### src/rtl/patch_pkg.sv
package patch_pkg;

    typedef enum logic [1:0] {
        BW_AND = 2'd0,
        BW_OR  = 2'd1,
        BW_XOR = 2'd2,
        BW_BAD = 2'd3
    } bw_op_e;

    typedef enum logic [2:0] {
        REL_EQ   = 3'd0,
        REL_NE   = 3'd1,
        REL_LT   = 3'd2,
        REL_LE   = 3'd3,
        REL_GT   = 3'd4,
        REL_GE   = 3'd5,
        REL_RSV6 = 3'd6,
        REL_RSV7 = 3'd7
    } rel_e;

    localparam int unsigned CTRL_BITS = 9;

endpackage

### src/rtl/patch_scan_cfg.sv
module patch_scan_cfg #(
    parameter int unsigned W = 41
) (
    input  logic         clk,
    input  logic         rst_n,
    input  logic         shift_en,
    input  logic         shift_in,
    input  logic         upd,
    input  logic         hold,
    output logic [W-1:0] cfg
);
    typedef struct packed {
        logic [W-1:0] sh;
        logic [W-1:0] live;
    } scan_st_t;

    scan_st_t st_d, st_q;

    always_comb begin
        st_d = st_q;
        if (shift_en) begin
            st_d.sh = {st_q.sh[W-2:0], shift_in};
        end
        if (upd && !hold) begin
            st_d.live = st_q.sh;
        end
    end

    always_ff @(posedge clk or negedge rst_n) begin
        if (!rst_n) begin
            st_q <= '0;
        end else begin
            st_q <= st_d;
        end
    end

    assign cfg = st_q.live;

    // live configuration frozen while the slice is busy
    a_r3_hold_when_busy: assert property (@(posedge clk) disable iff (!rst_n)
        hold |=> $stable(st_q.live));

    // no update strobe, no change to live configuration
    a_r3_no_update_no_change: assert property (@(posedge clk) disable iff (!rst_n)
        !upd |=> $stable(st_q.live));

    // serial bit enters at the low end
    a_r2_shift_entry: assert property (@(posedge clk) disable iff (!rst_n)
        shift_en |=> (st_q.sh[0] == $past(shift_in)));

endmodule

### src/rtl/patch_bitwise.sv
module patch_bitwise
    import patch_pkg::*;
#(
    parameter int unsigned DW = 32
) (
    input  logic [DW-1:0] a,
    input  logic [DW-1:0] b,
    input  bw_op_e        op,
    output logic [DW-1:0] y,
    output logic          bad
);
    assign bad = (op == BW_BAD);

    for (genvar i = 0; i < DW; i++) begin : g_bit
        always_comb begin
            unique case (op)
                BW_AND:  y[i] = a[i] & b[i];
                BW_OR:   y[i] = a[i] | b[i];
                BW_XOR:  y[i] = a[i] ^ b[i];
                default: y[i] = 1'b0;
            endcase
        end
    end
endmodule

### src/rtl/patch_compare.sv
module patch_compare
    import patch_pkg::*;
#(
    parameter int unsigned DW = 32
) (
    input  logic [DW-1:0] a,
    input  logic [DW-1:0] b,
    input  rel_e          rel,
    input  logic          signed_mode,
    output logic          hit,
    output logic          bad
);
    logic [DW-1:0] a_adj, b_adj;
    logic          eq, lt;

    always_comb begin
        a_adj = a;
        b_adj = b;
        if (signed_mode) begin
            a_adj[DW-1] = ~a[DW-1];
            b_adj[DW-1] = ~b[DW-1];
        end
        eq  = (a_adj == b_adj);
        lt  = (a_adj < b_adj);
        bad = 1'b0;
        unique case (rel)
            REL_EQ: hit = eq;
            REL_NE: hit = !eq;
            REL_LT: hit = lt;
            REL_LE: hit = lt | eq;
            REL_GT: hit = !(lt | eq);
            REL_GE: hit = !lt;
            default: begin
                hit = 1'b0;
                bad = 1'b1;
            end
        endcase
    end
endmodule

### src/rtl/patch_addsub.sv
module patch_addsub #(
    parameter int unsigned DW = 32
) (
    input  logic [DW-1:0] a,
    input  logic [DW-1:0] b,
    input  logic          sub,
    output logic [DW-1:0] y,
    output logic          cout
);
    logic [DW:0] sum;

    always_comb begin
        sum  = {1'b0, a} + {1'b0, (sub ? ~b : b)} + {{DW{1'b0}}, sub};
        y    = sum[DW-1:0];
        cout = sub ? !sum[DW] : sum[DW];
    end
endmodule

### src/rtl/patch_slice.sv
module patch_slice
    import patch_pkg::*;
#(
    parameter int unsigned DW = 32
) (
    input  logic          clk,
    input  logic          rst_n,
    input  logic          scan_en,
    input  logic          scan_in,
    input  logic          cfg_upd,
    input  logic          start,
    input  logic          in_valid,
    input  logic [DW-1:0] op_a,
    input  logic [DW-1:0] op_b,
    output logic [DW-1:0] result,
    output logic          cmp_out,
    output logic          carry_out,
    output logic          res_valid,
    output logic          exc_flag
);
    localparam int unsigned CW = DW + CTRL_BITS;

    typedef struct packed {
        logic [DW-1:0] res;
        logic          cmp;
        logic          carry;
        logic          vld;
        logic          exc;
    } out_st_t;

    logic [CW-1:0] cfg_vec;
    logic [DW-1:0] k_val, opnd2, bw_y, as_y;
    bw_op_e        bw_sel;
    rel_e          rel_sel;
    logic          sgn_sel, sub_sel, k_sel, r_sel;
    logic          bw_bad, rel_bad, rel_hit, as_cout, launch;
    out_st_t       st_d, st_q;

    patch_scan_cfg #(.W(CW)) u_scan (
        .clk      (clk),
        .rst_n    (rst_n),
        .shift_en (scan_en),
        .shift_in (scan_in),
        .upd      (cfg_upd),
        .hold     (start),
        .cfg      (cfg_vec)
    );

    assign k_val   = cfg_vec[CW-1 -: DW];
    assign bw_sel  = bw_op_e'(cfg_vec[8:7]);
    assign rel_sel = rel_e'(cfg_vec[6:4]);
    assign sgn_sel = cfg_vec[3];
    assign sub_sel = cfg_vec[2];
    assign k_sel   = cfg_vec[1];
    assign r_sel   = cfg_vec[0];
    assign opnd2   = k_sel ? k_val : op_b;
    assign launch  = start & in_valid;

    patch_bitwise #(.DW(DW)) u_bw (
        .a   (op_a),
        .b   (opnd2),
        .op  (bw_sel),
        .y   (bw_y),
        .bad (bw_bad)
    );

    patch_compare #(.DW(DW)) u_cmp (
        .a           (op_a),
        .b           (opnd2),
        .rel         (rel_sel),
        .signed_mode (sgn_sel),
        .hit         (rel_hit),
        .bad         (rel_bad)
    );

    patch_addsub #(.DW(DW)) u_as (
        .a    (op_a),
        .b    (opnd2),
        .sub  (sub_sel),
        .y    (as_y),
        .cout (as_cout)
    );

    always_comb begin
        st_d     = st_q;
        st_d.vld = launch;
        if (launch) begin
            st_d.exc = bw_bad | rel_bad;
            if (bw_bad | rel_bad) begin
                st_d.res   = '0;
                st_d.cmp   = 1'b0;
                st_d.carry = 1'b0;
            end else begin
                st_d.res   = r_sel ? bw_y : as_y;
                st_d.cmp   = rel_hit;
                st_d.carry = as_cout;
            end
        end
    end

    always_ff @(posedge clk or negedge rst_n) begin
        if (!rst_n) begin
            st_q <= '0;
        end else begin
            st_q <= st_d;
        end
    end

    assign result    = st_q.res;
    assign cmp_out   = st_q.cmp;
    assign carry_out = st_q.carry;
    assign res_valid = st_q.vld;
    assign exc_flag  = st_q.exc;

    a_r4_valid_after_launch: assert property (@(posedge clk) disable iff (!rst_n)
        (start && in_valid) |=> res_valid);

    a_r4_no_spurious_valid: assert property (@(posedge clk) disable iff (!rst_n)
        !(start && in_valid) |=> !res_valid);

    a_r9_bad_bitwise_traps: assert property (@(posedge clk) disable iff (!rst_n)
        (start && in_valid && bw_bad) |=> exc_flag);

    a_r9_trap_zeroes_outputs: assert property (@(posedge clk) disable iff (!rst_n)
        (res_valid && exc_flag) |-> (result == '0 && !cmp_out && !carry_out));

    a_r10_exc_sticky: assert property (@(posedge clk) disable iff (!rst_n)
        !(start && in_valid) |=> $stable(exc_flag));

    a_r11_outputs_hold: assert property (@(posedge clk) disable iff (!rst_n)
        !(start && in_valid) |=> ($stable(result) && $stable(cmp_out) && $stable(carry_out)));

endmodule

### config.mk
export PLATFORM = sky130hd
export DESIGN_NAME = patch_slice
export DESIGN_NICKNAME = d
export VERILOG_FILES = /design/src/rtl/patch_pkg.sv /design/src/rtl/patch_scan_cfg.sv /design/src/rtl/patch_bitwise.sv /design/src/rtl/patch_compare.sv /design/src/rtl/patch_addsub.sv /design/src/rtl/patch_slice.sv
export SDC_FILE = /design/constraint.sdc
export NUM_CORES = 1
export LEC_CHECK = 0
export BUFFER_PORTS_ARGS = -buffer_cell sky130_fd_sc_hd__buf_4
export CELL_PAD_IN_SITES_DETAIL_PLACEMENT = 0
export CELL_PAD_IN_SITES_GLOBAL_PLACEMENT = 1
export CORE_ASPECT_RATIO = 0.8
export CORE_MARGIN = 2
export CORE_UTILIZATION = 47
export DETAILED_ROUTE_END_ITERATION = 8
export HOLD_SLACK_MARGIN = 0.05
export PLACE_DENSITY = 0.93
export SLEW_MARGIN = 30
export SYNTH_ARGS = -nofsm -noshare
export SYNTH_HDL_FRONTEND = slang
export SYNTH_SLANG_ARGS = --single-unit
### constraint.sdc
create_clock -name clk -period 4.25 [get_ports clk]
set_input_delay 0.6375 -clock clk [delete_from_list [all_inputs] [get_ports clk]]
set_output_delay 0.6375 -clock clk [all_outputs]
set_load 0.05 [all_outputs]
# Word-level counts from Yosys, hierarchy flattened
# Index checks and enable logic that the tools add are counted.
[totals]
reg_bits = 118
in_bits = 71
word_cells = 171
[op_classes]
n_addsub = 2
magnitude_cmp = 1
eq_ne = 9
n_mux = 41
n_bitwise = 102
reduce_logical = 9
[ops]
columns = ["cell", "n"]
rows = [
  ["32-bit two-way mux", 3],
  ["1-bit case mux with 3 select lines", 32],
  ["34-bit two-way mux", 1],
  ["1-bit bitwise OR", 34],
  ["32-bit by 32-bit adder with 33-bit output", 1],
  ["33-bit by 1-bit adder with 33-bit output", 1],
  ["1-bit AND", 33],
  ["32-bit equality test", 1],
  ["32-bit less-than comparator", 1],
  ["32-bit inverter", 1],
  ["1-bit XOR", 32],
  ["3-bit by 2-bit equality test with 1-bit output, second input constant", 2],
  ["3-bit equality test, second input constant", 2],
  ["1-bit case mux with 6 select lines", 1],
  ["6-bit OR reduction", 1],
  ["1-bit zero test", 5],
  ["2-bit equality test, second input constant", 2],
  ["1-bit two-way mux", 4],
  ["3-bit by 1-bit equality test with 1-bit output, second input constant", 1],
  ["3-bit zero test", 1],
  ["2-bit by 1-bit equality test with 1-bit output, second input constant", 1],
  ["2-bit zero test", 1],
  ["1-bit inverter", 2],
  ["1-bit logical AND", 1],
]

# Logic depth before layout (Yosys ltp)
[logic_depth]
word_depth = 8
mapped_depth = 16

# By module
# A second synthesis with hierarchy kept.
[unflattened]
hier_cells = 1001
area_unflattened_um2 = 10367.4
[by_module_without_submodules]
columns = ["mod", "n_inst", "cells_each", "area_per_inst_um2", "seq_area_each_um2"]
rows = [
  ["patch_scan_cfg", 1, 216, 3563.4, 2052.0],
  ["patch_addsub", 1, 294, 2110.8, 0.0],
  ["patch_slice", 1, 155, 2100.8, 900.9],
  ["patch_bitwise", 1, 205, 1691.6, 0.0],
  ["patch_compare", 1, 131, 900.9, 0.0],
]

# Worst setup path after synthesis
# No wires, ideal clock.
[synth_path]
path_kind = "register to register"
from = "register u_scan.st_q, in the netlist u_scan.cfg[1]"
to = "register st_q, in the netlist carry_out"
arrival_time_ps = 3781
required_ps = 4127
path_slack_ps = 345
stages_incl_launch_ff = 16
n_path_buf = 2
synth_period_minus_slack_ps = 3905
path_cell_list = "dfrtp_1 -> buf_6 -> clkbuf_1 -> mux2i_1 -> xnor2_1 -> fa_1 -> a21o_1 -> a221o_1 -> o2111a_1 -> o311ai_2 -> a21oi_2 -> o31ai_2 -> a31oi_1 -> a21oi_1 -> xor2_1 -> o21ai_1"
[synth_between]
elab_chain_len = 8
[synth_lines]
columns = ["element", "line_no", "source"]
rows = [
  ["start: declaration", "patch_scan_cfg.sv:17", "scan_st_t st_d, st_q;"],
  ["start signal: assignment", "patch_scan_cfg.sv:33", "st_q <= st_d;"],
  ["32-bit two-way mux *", "patch_slice.sv:56", "assign opnd2 = k_sel ? k_val : op_b;"],
  ["32-bit inverter", "patch_addsub.sv:13", "sum = {1'b0, a} + {1'b0, (sub ? ~b : b)} + {{DW{1'b0}}, sub};"],
  ["32-bit two-way mux *", "patch_addsub.sv:13", ""],
  ["32-bit by 32-bit adder with 33-bit output *", "patch_addsub.sv:13", ""],
  ["33-bit by 1-bit adder with 33-bit output *", "patch_addsub.sv:13", ""],
  ["1-bit zero test", "patch_addsub.sv:15", "cout = sub ? !sum[DW] : sum[DW];"],
  ["1-bit two-way mux *", "patch_addsub.sv:15", ""],
  ["34-bit two-way mux *", "patch_slice.sv:89", "if (bw_bad | rel_bad) begin"],
  ["end signal: assignment", "patch_slice.sv:105", "st_q <= st_d;"],
  ["end: declaration", "patch_slice.sv:37", "out_st_t st_d, st_q;"],
]
# Mark *: on every way between the ends. The rest lies on a longest branch, timed or not.
# A chain may end at the register's enable or synchronous reset.

# Worst setup path in the final report
[layout_path]
from = "register u_scan.st_q, in the netlist u_scan.cfg[1]"
to = "register st_q, in the netlist result[31]"
[layout_between]
elab_chain_len = 7
[layout_lines]
columns = ["element", "line_no", "source"]
rows = [
  ["32-bit two-way mux *", "patch_slice.sv:56", ""],
  ["32-bit inverter", "patch_addsub.sv:13", ""],
  ["32-bit two-way mux", "patch_addsub.sv:13", ""],
  ["32-bit by 32-bit adder with 33-bit output", "patch_addsub.sv:13", ""],
  ["33-bit by 1-bit adder with 33-bit output", "patch_addsub.sv:13", ""],
  ["32-bit two-way mux *", "patch_slice.sv:94", "st_d.res = r_sel ? bw_y : as_y;"],
  ["34-bit two-way mux *", "patch_slice.sv:89", ""],
]
# Marks and branches as above.

==> run metrics <==
Least-Margin Pin Slew 970 ps; Clock Pin Slew Worst Setup and Hold Paths about 60 ps; Final Max Tran Viols 0; Clock Skew 11.5 ps; ys async rst share 1.00; Ant. Diodes 0; worst min path class input port to async pin; Syn Std Cell Area 9430 um^2; Leak Pwr 5.71 nW; Global Route Usage Sum 0.236; remaining antenna violation count 0; maximum level of the CTS H-tree 4; Final period util 0.927; Core Util, Final 0.569; DR vias/cell 5.50; # fillers 1700; Core Region 19700 um^2; clock sink total 118; Slew headroom 0.354; syn nets 1175; post_cts resized 0; Fmax 254 MHz; number of flops mapped to enable cells by yosys 0; final hold violations 0; io pins 107; RSZ-0062 raised after global routing false; worst setup path category flop to flop; vias in the first global route roughly 7000; Post-Place Cells 1297; largest net degree at the start of global routing 68; Yosys cell types between 50 and 60; VDD IR max about 0.30 mV; Worst Setup End Kind flop; Final min period 3940 ps; worst skew pair latency approximately 420 ps; Worst Path Required roughly 4600 ps; synthesized area per cell ~10 um^2; iteration-0 DRC count of the detailed router 466; initial antenna violation count 0; setup bufs post-CTS 0; first-pass GRT wire length 38600 um; Ys Warns 0; nets@finish 1281; Clock Tree Root clkbuf_16; # hold bufs at CTS 0; via count roughly 7300; MaxCap Viol Count 0; final setup fails 0; area of the die 21200 um^2; Pwr Density 688 nW/um^2; worst-path maximum fanout 18; TritonCTS clock tree yes; Initial Util 0.478; die width 162 um; synthesis-to-finish area growth 19.0%; Critical Path AT 4280 ps; Clock Tree Buf Depth 2; sequential fraction of the synthesis area 0.313; Pwr Total 7.73 mW; final wirelength roughly 24000 um; Most used DFF post-synth dfrtp_1; outcome completed; layout cells sized above 1 0.241; #FFs+latches synth 118; WL per Instance 18.3 um; Die Y 131 um; Syn Inst Count 946; CP startpoint kind flop; drt first pass iters 4; # rows between 40 and 50; Final HPWL DP approximately 18000 um; setup TNS 0 ps; Port Buf Inserts approximately 110; GPL Wtd Cong just over 0.9; non-filler cells, final 1329; CTS Buf Count 17; # DRC 0; total gr overflow 0
==> worst paths after layout <==
path | slack [ps] | startpoint | to | cells past startpoint
worst min-delay path | 230 | rst_n | result[10]$_DFFE_PN0P_ | 1
min in group clk | 460 | scan_in | u_scan.st_q[41]$_DFFE_PN0P_ | 2
worst min register to register | 480 | result[2]$_DFFE_PN0P_ | result[2]$_DFFE_PN0P_ | 2
max in group asynchronous | 3280 | rst_n | result[24]$_DFFE_PN0P_ | 2
worst max-delay path | 310 | u_scan.cfg[1]$_DFFE_PN0P_ | result[31]$_DFFE_PN0P_ | 15
worst max register to register | 310 | u_scan.cfg[1]$_DFFE_PN0P_ | result[31]$_DFFE_PN0P_ | 15
==> logic make-up after synthesis <==
| group | after synthesis | share of synthesized area |
|---|---|---|
| mux | 134 | 0.154 |
| buf+inv | 122 | 0.0494 |
| flops | 118 | 0.313 |
| compound gates | 211 | 0.146 |
| xor+xnor | 63 | 0.0585 |
| simple gates | 140 | 0.0685 |
| fa+ha+maj | 158 | 0.210 |
==> cells in the mapped netlist, types with 3 or more instances <==
cell type,count,share of area
o21bai_1,4,0.0032
nor2_1,40,0.016
a221o_1,4,0.0042
xor2_1,18,0.017
ha_1,157,0.21
o21ai_1,7,0.0037
a211oi_1,13,0.010
nor4_1,8,0.0053
xnor2_1,45,0.042
nor2b_1,13,0.0086
clkbuf_1,31,0.012
o21a_1,3,0.0024
mux2i_1,51,0.054
a21oi_1,50,0.027
mux2_2,82,0.098
o22ai_1,12,0.0080
o31ai_1,3,0.0024
nand2_1,47,0.019
and3_1,6,0.0040
o211ai_1,4,0.0032
nor3_1,8,0.0042
nand2b_1,7,0.0046
a31oi_1,8,0.0053
a22oi_1,19,0.015
dfrtp_1,118,0.31
a21o_1,16,0.013
buf_1,10,0.0040
o21ai_0,49,0.026
nand3_1,5,0.0027
inv_1,79,0.031
==> cells in the final DEF, fill, tap and decap left out, types with 19 or more instances in the layout <==
cell type,synthesis,routed
o21ai_0,49,49
nor2_1,40,40
inv_1,79,79
ha_1,157,157
mux2i_1,51,51
dfrtp_1,118,115
xnor2_1,45,45
a22oi_1,19,19
a21oi_1,50,50
mux2_2,82,82
buf_4,0,125
nand2_1,47,47
==> where the power goes <==
part | leakage, nW | internal [mW] | switching, mW
Clock | 0.295 | 0.895 | 0.586
Sequential | 1.51 | 1.51 | 0.380
Combinational | 3.90 | 1.80 | 2.56
Total | 5.71 | 4.20 | 3.52
==> critical path: stages (launching register included) <==
cell and delay [ps]:
dfrtp_2 600, buf_12 240, buf_4 190, mux2i_1 490
xnor2_1 140, ha_1 400, nand2_1 70, o21ai_0 310
o41a_1 200, nand3_1 80, nand2_1 110, a31oi_4 60
o21ai_4 260, a31oi_1 150, or4_1 480, nand3_1 80
==> layer usage <==
metal,GRT usage,routed length (um),vias to the layer above
li1,-,-,3525
met1,0.344,11900,3547
met2,0.358,10500,213
met3,0.0499,1650,22
met4,0.0619,339,0
met5,0,0,-
==> state kept, by name, indices dropped and copies added, names as in the netlist <==
name	cells
cmp_out	1
result	32
u_scan.st_q	41
carry_out	1
u_scan.cfg	41
exc_flag	1
res_valid	1
==> per-stage QoR <==
step | hold WS (ps) | setup slack [ps] | area, um^2
global route | 266 | 42.1 | 11200
floorplan | 342 | 345 | 9430
CTS | 370 | 359 | 11200
detailed placement | 476 | 380 | 10600
finish | 227 | 311 | 11200
global placement | 466 | 391 | 10600
==> final cells by class <==
cell class	count	area (um^2)	share of cell area
Clock buffer	18	439	0.0391
Clock inverter	14	163	0.0145
Inverter	80	300	0.0268
Multi-Input combinational cell	706	6020	0.536
Sequential cell	118	2960	0.263
Tap cell	264	330	0.0294
Timing Repair Buffer	129	1020	0.0906
(Power assumes the default switching activity.)
